`config.mk`:
```
export PLATFORM = sky130hd
export DESIGN_NAME = mpr_page0_top
export DESIGN_NICKNAME = d
export VERILOG_FILES = /design/src/rtl/mpr_pkg.sv /design/src/rtl/mpr_ctrl.sv /design/src/rtl/mpr_datapath.sv /design/src/rtl/mpr_page0_top.sv
export SDC_FILE = /design/constraint.sdc
export NUM_CORES = 1
export LEC_CHECK = 0
export CAP_MARGIN = 20
export CORE_AREA = 10 10 84 86
export DETAILED_ROUTE_END_ITERATION = 10
export DIE_AREA = 0 0 94 96
export GPL_TIMING_DRIVEN = 0
export PLACE_DENSITY = 0.81
export SYNTH_ARGS = -nofsm -noshare
export SYNTH_HDL_FRONTEND = slang
export SYNTH_SLANG_ARGS = --single-unit
```
`constraint.sdc`:
```
create_clock -name clk -period 2.8 [get_ports clk]
set_clock_uncertainty 0.1 [all_clocks]
set_input_delay 0.56 -clock clk [delete_from_list [all_inputs] [get_ports clk]]
set_output_delay 0.56 -clock clk [all_outputs]
set_load 0.1 [all_outputs]
```
`src/rtl/mpr_pkg.sv`:
```
package mpr_pkg;
  typedef enum logic [2:0] {
    CMD_NOP  = 3'd0,
    CMD_MRS  = 3'd1,
    CMD_ACT  = 3'd2,
    CMD_PREA = 3'd3,
    CMD_WR   = 3'd4,
    CMD_WRA  = 3'd5,
    CMD_RD   = 3'd6,
    CMD_OTH  = 3'd7
  } cmd_e;

  localparam int MPR_W     = 8;
  localparam int MPR_NUM   = 4;
  localparam int SEL_W     = $clog2(MPR_NUM);
  localparam logic [1:0] MR_MPR = 2'b11;

  typedef struct packed {
    logic             wrEn;
    logic [SEL_W-1:0] wrSel;
    logic [MPR_W-1:0] wrData;
  } mprStrobe_t;
endpackage

```
`src/rtl/mpr_ctrl.sv`:
```
module mpr_ctrl
  import mpr_pkg::*;
#(
  parameter int ADDR_W = 14,
  parameter int TMOD_W = 6,
  parameter int BA_W   = 2
) (
  input  logic              clk,
  input  logic              rstN,
  input  logic [2:0]        cmdCode,
  input  logic [BA_W-1:0]   ba,
  input  logic [ADDR_W-1:0] addr,
  input  logic [TMOD_W-1:0] tModCycles,
  output mprStrobe_t        strobe,
  output logic              mprActive,
  output logic [1:0]        pageSel,
  output logic              errOpenBank,
  output logic              errPage,
  output logic              errTiming
);
  localparam int NUM_BANKS = 1 << BA_W;

  cmd_e                 cmd;
  logic [NUM_BANKS-1:0] bankOpen;
  logic [TMOD_W-1:0]    modCnt;
  logic                 gated, isMr3, enterReq, enterOk, isWr, anyOpen;

  assign cmd = cmd_e'(cmdCode);

  always_comb begin
    anyOpen  = |bankOpen;
    gated    = (cmd != CMD_NOP) && (modCnt != '0);
    isMr3    = !gated && (cmd == CMD_MRS) && (ba[1:0] == MR_MPR);
    enterReq = isMr3 && addr[2];
    enterOk  = enterReq && !anyOpen;
    isWr     = !gated && mprActive && ((cmd == CMD_WR) || (cmd == CMD_WRA));
    strobe.wrEn   = isWr && (pageSel == 2'b00);
    strobe.wrSel  = ba[SEL_W-1:0];
    strobe.wrData = addr[MPR_W-1:0];
  end

  always_ff @(posedge clk or negedge rstN) begin
    if (!rstN) begin
      mprActive   <= 1'b0;
      pageSel     <= 2'b00;
      bankOpen    <= '0;
      modCnt      <= '0;
      errOpenBank <= 1'b0;
      errPage     <= 1'b0;
      errTiming   <= 1'b0;
    end else begin
      errTiming   <= gated;
      errOpenBank <= enterReq && anyOpen;
      errPage     <= isWr && (pageSel != 2'b00);
      if (isMr3) begin
        if (!addr[2]) begin
          mprActive <= 1'b0;
        end else if (enterOk) begin
          mprActive <= 1'b1;
          pageSel   <= addr[1:0];
        end
      end
      if (!gated) begin
        if (cmd == CMD_ACT) bankOpen[ba] <= 1'b1;
        else if (cmd == CMD_PREA) bankOpen <= '0;
      end
      if (enterOk) modCnt <= tModCycles;
      else if (modCnt != '0) modCnt <= modCnt - 1'b1;
    end
  end
endmodule

```
`src/rtl/mpr_datapath.sv`:
```
module mpr_datapath
  import mpr_pkg::*;
#(
  parameter logic [MPR_NUM*MPR_W-1:0] RESET_PATTERN = 32'h000F_3355
) (
  input  logic             clk,
  input  logic             rstN,
  input  mprStrobe_t       strobe,
  input  logic             rdReq,
  input  logic [SEL_W-1:0] rdSel,
  output logic             rdValid,
  output logic             rdBit
);
  localparam int BEAT_W = $clog2(MPR_W);

  logic [MPR_W-1:0]  mprReg [MPR_NUM];
  logic [MPR_W-1:0]  shiftReg;
  logic [BEAT_W-1:0] beatsLeft;

  for (genvar i = 0; i < MPR_NUM; i++) begin : g_reg
    always_ff @(posedge clk or negedge rstN) begin
      if (!rstN) mprReg[i] <= RESET_PATTERN[i*MPR_W +: MPR_W];
      else if (strobe.wrEn && (strobe.wrSel == SEL_W'(i))) mprReg[i] <= strobe.wrData;
    end
  end

  always_ff @(posedge clk or negedge rstN) begin
    if (!rstN) begin
      rdValid   <= 1'b0;
      shiftReg  <= '0;
      beatsLeft <= '0;
    end else if (rdValid) begin
      if (beatsLeft == '0) begin
        rdValid <= 1'b0;
      end else begin
        shiftReg  <= shiftReg >> 1;
        beatsLeft <= beatsLeft - 1'b1;
      end
    end else if (rdReq) begin
      rdValid   <= 1'b1;
      shiftReg  <= mprReg[rdSel];
      beatsLeft <= BEAT_W'(MPR_W - 1);
    end
  end

  assign rdBit = rdValid & shiftReg[0];
endmodule

```
`src/rtl/mpr_page0_top.sv`:
```
module mpr_page0_top
  import mpr_pkg::*;
#(
  parameter int ADDR_W = 14,
  parameter int TMOD_W = 6,
  parameter logic [31:0] RESET_PATTERN = 32'h000F_3355
) (
  input  logic              clk,
  input  logic              rstN,
  input  logic [2:0]        cmdCode,
  input  logic [1:0]        ba,
  input  logic [ADDR_W-1:0] addr,
  input  logic [TMOD_W-1:0] tModCycles,
  input  logic              rdReq,
  input  logic [1:0]        rdSel,
  output logic              mprActive,
  output logic [1:0]        pageSel,
  output logic              errOpenBank,
  output logic              errPage,
  output logic              errTiming,
  output logic              rdValid,
  output logic              rdBit
);
  mprStrobe_t strobe;

  mpr_ctrl #(.ADDR_W(ADDR_W), .TMOD_W(TMOD_W), .BA_W(2)) u_ctrl (
    .clk(clk), .rstN(rstN), .cmdCode(cmdCode), .ba(ba), .addr(addr),
    .tModCycles(tModCycles), .strobe(strobe), .mprActive(mprActive),
    .pageSel(pageSel), .errOpenBank(errOpenBank), .errPage(errPage),
    .errTiming(errTiming)
  );

  mpr_datapath #(.RESET_PATTERN(RESET_PATTERN)) u_dp (
    .clk(clk), .rstN(rstN), .strobe(strobe), .rdReq(rdReq), .rdSel(rdSel),
    .rdValid(rdValid), .rdBit(rdBit)
  );
endmodule

```
Word-level counts from Yosys, hierarchy flattened
Cells that the tools add are included.
{ "totals": {"ff_bits": 60, "latchBits": 0, "mem_bits_rw": 0, "rom_bits": 0, "elab_cells": 85, "n_memories": 0} }
{ "op_classes": {"addsub": 2, "mul": 0, "div_mod_pow": 0, "n_lt_le_gt_ge": 3, "eq_ne": 10, "shift": 0, "muxes": 20, "n_bitwise": 4, "reduce_logical": 32} }
{ "ops": {"columns": ["op", "count"], "rows": [
  ["$mux 8", 5],
  ["$bmux 8 s2", 1],
  ["$logic_and 1x1->1", 15],
  ["$mux 6", 2],
  ["$mux 3", 3],
  ["$mux 4", 2],
  ["$reduce_bool 2->1", 4],
  ["$eq 3x2->1 const B", 2],
  ["$eq 3x3->1 const B", 2],
  ["$mux 1", 6],
  ["$reduce_and 2->1", 3],
  ["$reduce_bool 6->1", 1],
  ["$sub 6x1->6 const B", 1],
  ["$eq 2x2->1 const B", 2],
  ["$logic_not 2->1", 2],
  ["$or 4x4->4", 1],
  ["$reduce_or 4->1", 1],
  ["$eq 3x1->1 const B", 1],
  ["$ge 3x3->1 const B", 1],
  ["$logic_not 3->1", 1],
  ["$lt 2x3->1 const B", 1],
  ["$not 2->3", 1],
  ["$reduce_and 3->1", 1],
  ["$reduce_bool 3->1", 1],
  ["other kinds (10)", 11]
]} }

Depth between registers and ports, before layout
Gate-level depths: netlist of run 1.
{ "depth": {"ltp_word": 9, "ltp_mapped": 7} }

Modules after synthesis
Synthesis of run 1 repeated with hierarchy kept, for this count alone.
{ "hier_totals": {"cells_unflattened": 228, "area_unflattened_um2": 2956.6} }
{ "by_module_without_submodules": {"columns": ["mod", "instances", "cells_each", "area_per_inst_um2", "seq_area_each_um2"], "rows": [
  ["mpr_datapath", 1, 149, 2073.2, 1116.1],
  ["mpr_ctrl", 1, 79, 883.3, 400.4]
]} }

Least setup slack after synthesis of run 1
No wires, ideal clock.
{ "synth_path": {"kind": "register -> output", "startpoint": "reg u_dp.rdValid", "endpoint": "out rdBit", "t_arrival_ps": 2021, "t_required_ps": 2140, "setup_slack_ps": 119, "stages_incl_launch_ff": 3, "n_path_buf": 1, "cell_sequence": "dfrtp_1 > clkbuf_1 > and2_1"} }
{ "synth_via": {"elab_chain_len": 1} }
{ "synth_lines": {"columns": ["item", "line_no", "source"], "rows": [
  ["start: declaration", "mpr_datapath.sv:11", "output logic rdValid,"],
  ["start signal: assignment", "mpr_datapath.sv:29", "rdValid <= 1'b0;"],
  ["start signal: assignment", "mpr_datapath.sv:34", "rdValid <= 1'b0;"],
  ["start signal: assignment", "mpr_datapath.sv:40", "rdValid <= 1'b1;"],
  ["$and 1x1->1", "mpr_datapath.sv:46", "assign rdBit = rdValid & shiftReg[0];"],
  ["end: declaration", "mpr_page0_top.sv:22", "output logic rdBit"]
]} }
Every way passes these cells.

Worst setup path in the final report of run 1
Ends and elaborated chain as after synthesis.

==> results of run 1 <==
[placed cells by master (no fill, tap or decap), drive strengths merged, types with 7 or more instances in the layout]
cell type | synthesis | routed
inv | 8 | 8
nor2 | 8 | 8
nor3 | 8 | 8
a21oi | 16 | 16
mux4 | 8 | 8
clkdlybuf4s50 | 0 | 27
dfstp | 12 | 12
mux2 | 37 | 37
clkbuf | 4 | 18
nand2 | 15 | 15
and3 | 7 | 7
dfrtp | 48 | 48
[final timing paths]
check	start	to	slack, ps	cells after the start
setup / recovery	u_dp.rdValid$_DFF_PN0_	rdBit	100	3
hold / removal	rstN	u_dp.beatsLeft[0]$_DFFE_PN0P_	200	1
setup reg to reg	u_ctrl.modCnt[0]$_DFFE_PN0P_	u_ctrl.pageSel[1]$_DFFE_PN0P_	270	7
hold reg to reg	u_dp.beatsLeft[0]$_DFFE_PN0P_	u_dp.beatsLeft[0]$_DFFE_PN0P_	380	1
max in group asynchronous	rstN	u_dp.mprReg[8]$_DFFE_PN1P_	1720	2
min in group clk	u_dp.beatsLeft[0]$_DFFE_PN0P_	u_dp.beatsLeft[0]$_DFFE_PN0P_	380	1
[cell families after synthesis]
logic type	share of synthesized area, %
DFF	53.84
and+or+nand+nor	11.86
muxes	21.19
AOI/OAI and AO/OA	8.619
buffers and inverters	1.777
adders and majority gates	1.777
xor gates and xnor gates	0.9331
[registers in the layout, indices dropped and copies added, names as in the netlist]
| register | cells |
|---|---|
| u_ctrl.mprActive | 1 |
| u_ctrl.pageSel | 2 |
| u_dp.rdValid | 1 |
| u_dp.shiftReg | 8 |
| u_ctrl.errPage | 1 |
| u_ctrl.bankOpen | 4 |
| u_dp.mprReg | 32 |
| u_ctrl.errOpenBank | 1 |
| u_ctrl.errTiming | 1 |
| u_dp.beatsLeft | 3 |
| u_ctrl.modCnt | 6 |
[through the flow]
stage | area [um2] | setup TNS [ps] | hold slack (ps) | cells | util (%)
2_1_floorplan | 2816 | 0 | 164.4 | 221 | -
4_1_cts | 3373 | 0 | 222.6 | 339 | 62.41
3_3_place_gp | 3197 | -40410 | 364.0 | 322 | 59.14
5_1_grt | 3374 | 0 | 242.6 | 339 | 62.43
6_report | 3374 | 0 | 200.0 | 339 | 62.43
3_5_place_dp | 3212 | 0 | 375.8 | 323 | 59.42
[where the power goes]
part | switching [mW] | internal (mW) | leakage, nW
logic | 0.442 | 0.271 | 0.666
registers | 0.106 | 0.995 | 0.760
clock network | 0.315 | 0.344 | 0.0844
[layer usage]
metal	wire length, um	share of wire [%]	global-route usage [%]	up-vias
met5	0	0	0	-
met4	108	1.9	6.835	0
met3	330	5.7	5.370	10
met2	2777	48	21.83	45
met1	2537	44	16.07	985
li1	-	-	-	903
[final cells by class]
class,count,area share (%)
repair buffers,30,9.047
clock buffers,14,4.524
plain buffers,5,0.5933
inverters,8,0.8899
well taps,72,2.670
clock inverters,2,0.2966
multi-input cells,148,37.04
flip-flops and latches,60,44.94
[repair_timing]
action,4_1_cts,5_1_grt
endpoints found under the setup margin,1,1
hold buffers,0,0
pin swaps,0,0
resized for setup,1,1
hold endpoints to repair,0,0
==> results.txt, run 1 <==
----------------------------------------------------
[Outcome]
  Status ... complete, no violations

[Global routing]
  Via count of the first global-routing pass ... ~2,000
  Global-route wire length before repair ... 9535 um
  Total grt overflow ... 0
  Initial antenna violation count ... 0
  Global-route usage over all layers ... roughly 14%
  Pin count of the biggest net entering global routing ... 35

[Synth]
  Synth Flop Type ... sky130_fd_sc_hd__dfrtp_1
  Cell Area, Synth ... 2816 um2
  Number of flip-flops and latches in the synthesized netlist ... 60
  Synth unique cells ... 42
  Area fraction of the dominant cell type after synthesis ... 42.65%
  Cell taking the most area after synthesis ... sky130_fd_sc_hd__dfrtp_1
  Area contributors post-synth ... sky130_fd_sc_hd__dfrtp_1 43%, sky130_fd_sc_hd__mux2_2 15%, sky130_fd_sc_hd__dfstp_2 11%, sky130_fd_sc_hd__mux4_2 6.4%, sky130_fd_sc_hd__a21oi_1 2.8%
  Top post-synthesis cells by count ... 48 x sky130_fd_sc_hd__dfrtp_1, 37 x sky130_fd_sc_hd__mux2_2, 16 x sky130_fd_sc_hd__a21oi_1
  Post-synthesis sequential area ratio ... ~54%
  Syn_area_per_cell ... approximately 13 um2
  Mapped Nets ... 255
  Synth warn ... 0
  Count of flip-flops with a built-in enable after synthesis ... 0
  Most repeated cell in the gate-level netlist after synthesis ... sky130_fd_sc_hd__dfrtp_1
  Post-synth ARST share ... between 90% and 100%
  Number of instances in the synthesized netlist ... about 220

[Timing]
  Final worst path period need ... between 2000 and 3000 ps
  Finish-stage setup viols ... 0
  Setup WS post-layout ... between 100 and 150 ps
  Worst rel slew slack ... 34.43%
  Final worst-path cycle share ... about 96%
  Measured slew at the worst slew-check pin ... 980.5 ps
  Final-report max-slew violation count ... 0
  RSZ-0062 raised after global routing ... false
  Achievable frequency ... 370.8 MHz
  Final Hold Fails ... 0

[CTS]
  Root Buffer ... sky130_fd_sc_hd__clkbuf_8
  Clock tree from TritonCTS ... built
  Clk sinks ... 60
  CTS clock-pin slew for the worst setup and hold paths ... 70 ps
  Setup repair bufs after CTS ... 0
  Clock insertion delay at the later pin of the skew report ... 330 ps
  Number of buffers inserted during clock tree synthesis ... 9
  Number of levels in the clock H-tree ... 3
  Max Root-Sink Buffers ... 2

[Die]
  Initial standard-cell utilization of the core ... 52.11%
  Die Y ... 96 um
  Number of rows created at floorplan ... 27
  Die span in x ... 94 um
  Std-Cell Core Area ... 5405 um2
  Die area ... 9024 um2
  Total I/O pin count ... 38

[Layout]
  Fraction of layout cells with a size suffix above 1 ... ~29%
  Storage cell area ... roughly 1500 um2
  Net count reported at finish ... slightly below 300
  Combined area of the multi-input logic cells ... 1250 um2
  Fillcell total ... approximately 450
  Count of antenna diodes in the layout ... 0
  Synthesis-to-layout area growth ... 19.81%

[Worst setup path]
  CP arrival ... about 2000 ps
  Kind of start point of the critical path ... flop
  Critical path data required time ... 2140 ps
  Kind of cell with the highest combined delay on the critical path ... buffers and inverters
  CP Cell Sequence ... clkbuf_1 > and2_1 > clkdlybuf4s15_1
  Kind of end point of the critical path ... output pin
  Critical path start-end classification ... reg -> out
  Slowest stage delay, CP ... 810 ps
  Critical path fanouts, max ... 10
  Slowest CP cell ... sky130_fd_sc_hd__clkdlybuf4s15_1
  Combined buffer and inverter count along the critical path ... 2

[Pwr]
  IR Drop Worst-Case VDD ... roughly 0.46 mV
  Static leakage power ... approximately 1.5 nW
  Total Power Consumption ... 2.473 mW
  Total power density per cell area ... 732.8 nW/um2

[Hold path]
  Path type of the worst min-delay path ... in -> async

[Drt]
  Antenna violation net count after detailed routing ... 0
  Vias per std cell ... between 5 and 6
  First-pass iteration count of the detailed router ... 4
  Overall routed net length ... 5754 um
  Total number of vias ... 1,943
  DR DRC count ... 0
  Wirelength per Cell ... 16.97 um
  First DRT Iteration DRCs ... 101

[Placed design]
  Estimated wirelength of the detail-placed design ... about 4100 um
  Worst slack at placement ... 165.0 ps
  RePlAce Congestion ... between 0.8 and 0.9
  Port bufs ... 29

[Flow run]
  Max Cap Violations ... 0

----------------------------------------------------
(Power assumes the default switching activity.)
==> run 2, diff against run 1 <==
Settings changed: CELL_PAD_IN_SITES_DETAIL_PLACEMENT set to 1, CELL_PAD_IN_SITES_GLOBAL_PLACEMENT set to 2, CORE_AREA 10 10 84 86 to 10 10 99 101, DIE_AREA 0 0 94 96 to 0 0 109 111, PLACE_DENSITY 0.81 to 0.82.
==> run 2 against run 1 <==
Compared with the run above: count of clock-buffer cells in the layout unchanged; flip-flop and latch count unchanged; combinational power about the same; via count down 2.1%; wire length up 11%; sequential share of layout area down 0.61 points; setup slack better by 91 ps; sequential power about the same; register-to-register slack worse by 80 ps; global-route usage down 2.2 points; critical path type is now reg -> reg; largest power group unchanged; highest routed layer unchanged.
==> results.txt, run 2 (synthesis gave the netlist of run 1 again) <==
----------------------------------------------------
[Outcome]
  Status ... complete, no violations

[CTS]
  Clk sinks ... 60
  Clock tree from TritonCTS ... built
  Setup repair bufs after CTS ... 0
  Number of buffers inserted during clock tree synthesis ... 9
  Number of levels in the clock H-tree ... 3
  Root Buffer ... sky130_fd_sc_hd__clkbuf_8
  Clock insertion delay at the later pin of the skew report ... 340 ps
  Max Root-Sink Buffers ... 2
  Number of hold buffers added after cts ... 0
  CTS clock-pin slew for the worst setup and hold paths ... 70 ps

[Worst setup path]
  Kind of cell with the highest combined delay on the critical path ... simple AND/OR/NAND/NOR gates
  Slowest stage delay, CP ... 510 ps
  Launch point of the critical path ... u_ctrl.modCnt[0]$_DFFE_PN0P_
  Critical path data required time ... 2920 ps
  Critical path fanouts, max ... 8
  Startpoint of the most critical register-to-register path ... u_ctrl.modCnt[0]$_DFFE_PN0P_
  Combined buffer and inverter count along the critical path ... 1
  CP arrival ... roughly 2700 ps
  Slowest CP cell ... sky130_fd_sc_hd__or4b_4
  CP Cell Sequence ... inv_1 > ha_1 > or4b_4 > nor3_2 > nand3_1 > mux2_2
  Kind of start point of the critical path ... flop
  Kind of end point of the critical path ... flop
  Critical path start-end classification ... reg -> reg

[Layout]
  Fin cells ... 372
  Combined area of the multi-input logic cells ... between 1000 and 1500 um2
  Count of antenna diodes in the layout ... 0
  Most common library cell in the layout ignoring fill and taps ... sky130_fd_sc_hd__dfrtp_1
  Biggest regs ... u_dp.mprReg x32, u_dp.shiftReg x8, u_ctrl.modCnt x6
  Final core utilization ... 42.93%
  Flip-flop count of the largest register after layout ... 32
  Net count reported at finish ... 296
  Fraction of layout cells with a size suffix above 1 ... 29.59%
  Register bank with the most flops ... u_dp.mprReg
  Most frequent cells in the layout ... 48 x sky130_fd_sc_hd__dfrtp_1, 37 x sky130_fd_sc_hd__mux2_2, 27 x sky130_fd_sc_hd__clkdlybuf4s50_1, 16 x sky130_fd_sc_hd__a21oi_1, 15 x sky130_fd_sc_hd__nand2_1
  Synthesis-to-layout area growth ... 21.46%
  Fillcell total ... roughly 830
  Storage cell area ... 1516 um2

[Timing]
  Measured slew at the worst slew-check pin ... 986.5 ps
  Finish-stage setup viols ... 0
  Final worst-path cycle share ... 93.05%
  Achievable frequency ... 383.8 MHz
  RSZ-0062 raised after global routing ... false
  Worst rel slew slack ... about a third
  Final Hold Fails ... 0
  Worst slack on hold paths ... 113.1 ps
  Final-report max-slew violation count ... 0
  Final worst path period need ... 2605 ps

[Drt]
  Vias per std cell ... 5.116
  Wirelength per Cell ... 17.10 um
  First DRT Iteration DRCs ... 54
  Total number of vias ... 1,903
  DR DRC count ... 0
  Overall routed net length ... 6363 um
  First-pass iteration count of the detailed router ... 4
  Antenna violation net count after detailed routing ... 0

[Pwr]
  Static leakage power ... 1.517 nW
  Combinational share of power ... roughly 28%
  IR Drop Worst-Case VDD ... 0.3108 mV
  Part of the power in registers ... 43.8%
  Internal power summed over all cells ... 1.631 mW
  Switching power summed over all nets ... 0.8783 mW
  Sw frac ... 35.01%
  Total power density per cell area ... 733.4 nW/um2
  Power share of the clock group ... 27.9%

[Global routing]
  Total grt overflow ... 0
  Global-route wire length before repair ... 11,140 um
  Global-route usage over all layers ... 11.61%
  Pin count of the biggest net entering global routing ... 38
  Initial antenna violation count ... 0
  Via count of the first global-routing pass ... 2,224

[Placed design]
  Estimated wirelength of the detail-placed design ... about 4600 um
  RePlAce Congestion ... 0.7186
  Port bufs ... 29
  Post-placement cell count ... 356

[Die]
  Die area ... 12,100 um2
  Die span in x ... 109 um
  Initial standard-cell utilization of the core ... 35.34%
  Die Y ... 111 um
  Number of rows created at floorplan ... 33
  Total I/O pin count ... 38
  Std-Cell Core Area ... 7969 um2

[Flow run]
  Max Cap Violations ... 0

[Hold path]
  Path type of the worst min-delay path ... in -> async

----------------------------------------------------
## run 2: worst reg2reg max path, cell delays in order, from the launching register on
cell                      delay, ps
sky130_fd_sc_hd__dfrtp_1        420
sky130_fd_sc_hd__inv_1          100
sky130_fd_sc_hd__ha_1           190
sky130_fd_sc_hd__or4b_4         510
sky130_fd_sc_hd__nor3_2         300
sky130_fd_sc_hd__nand3_1        440
sky130_fd_sc_hd__mux2_2         430
## run 2: per-stage QoR
step                      instance area (um2)  setup slack [ps]  total power [mW]  setup TNS, ps
after floorplan                          2816             118.6             1.608              0
final                                    3421             194.7             2.509              0
after detailed placement                 3253             96.29             1.845              0
after global routing                     3421             40.73             2.689              0
after CTS                                3425             1.052             2.554              0
after global placement                   3238            -947.5             1.815         -48250
## run 2: final timing paths
path | endpoint | slack [ps] | depth (start not counted)
max reg2reg | u_dp.mprReg[19]$_DFFE_PN0P_ | 190 | 6
min in group clk | u_dp.beatsLeft[0]$_DFFE_PN0P_ | 380 | 1
min | u_ctrl.errTiming$_DFF_PN0_ | 110 | 1
max | u_dp.mprReg[19]$_DFFE_PN0P_ | 190 | 6
min reg2reg | u_dp.beatsLeft[0]$_DFFE_PN0P_ | 380 | 1
max in group asynchronous | u_dp.mprReg[11]$_DFFE_PN1P_ | 1800 | 2
## run 2: area by class of cell
class	instances	share of cell area [%]
Multi-Input combinational cell	148	36.54
Timing Repair Buffer	30	8.778
Buffer	5	0.5852
Clock inverter	2	0.2926
Tap cell	105	3.841
Inverter	8	0.8778
Clock buffer	14	4.755
Sequential cell	60	44.33
## run 2: power by group through the flow
stage          clock network [mW]  registers (mW)  logic (mW)
6_report                    0.699            1.10       0.711
5_1_grt                     0.774            1.12       0.793
4_1_cts                     0.726            1.10       0.729
3_5_place_dp                    0            1.12       0.729
3_3_place_gp                    0            1.11       0.707
2_1_floorplan                   0            1.18       0.430
## run 2: repair_timing
| action | 4_1_cts | 5_1_grt |
|---|---|---|
| gates resized for setup | 1 | 2 |
| gates cloned | 0 | 0 |
| endpoints found under the setup margin | 1 | 1 |
## run 2: routing by layer
layer / part of all wire [%] / track usage [%]
met3: 2.7 / 3.198
met5: 0 / 0
met4: 1.9 / 5.101
met1: 47 / 14.78
met2: 48 / 17.81
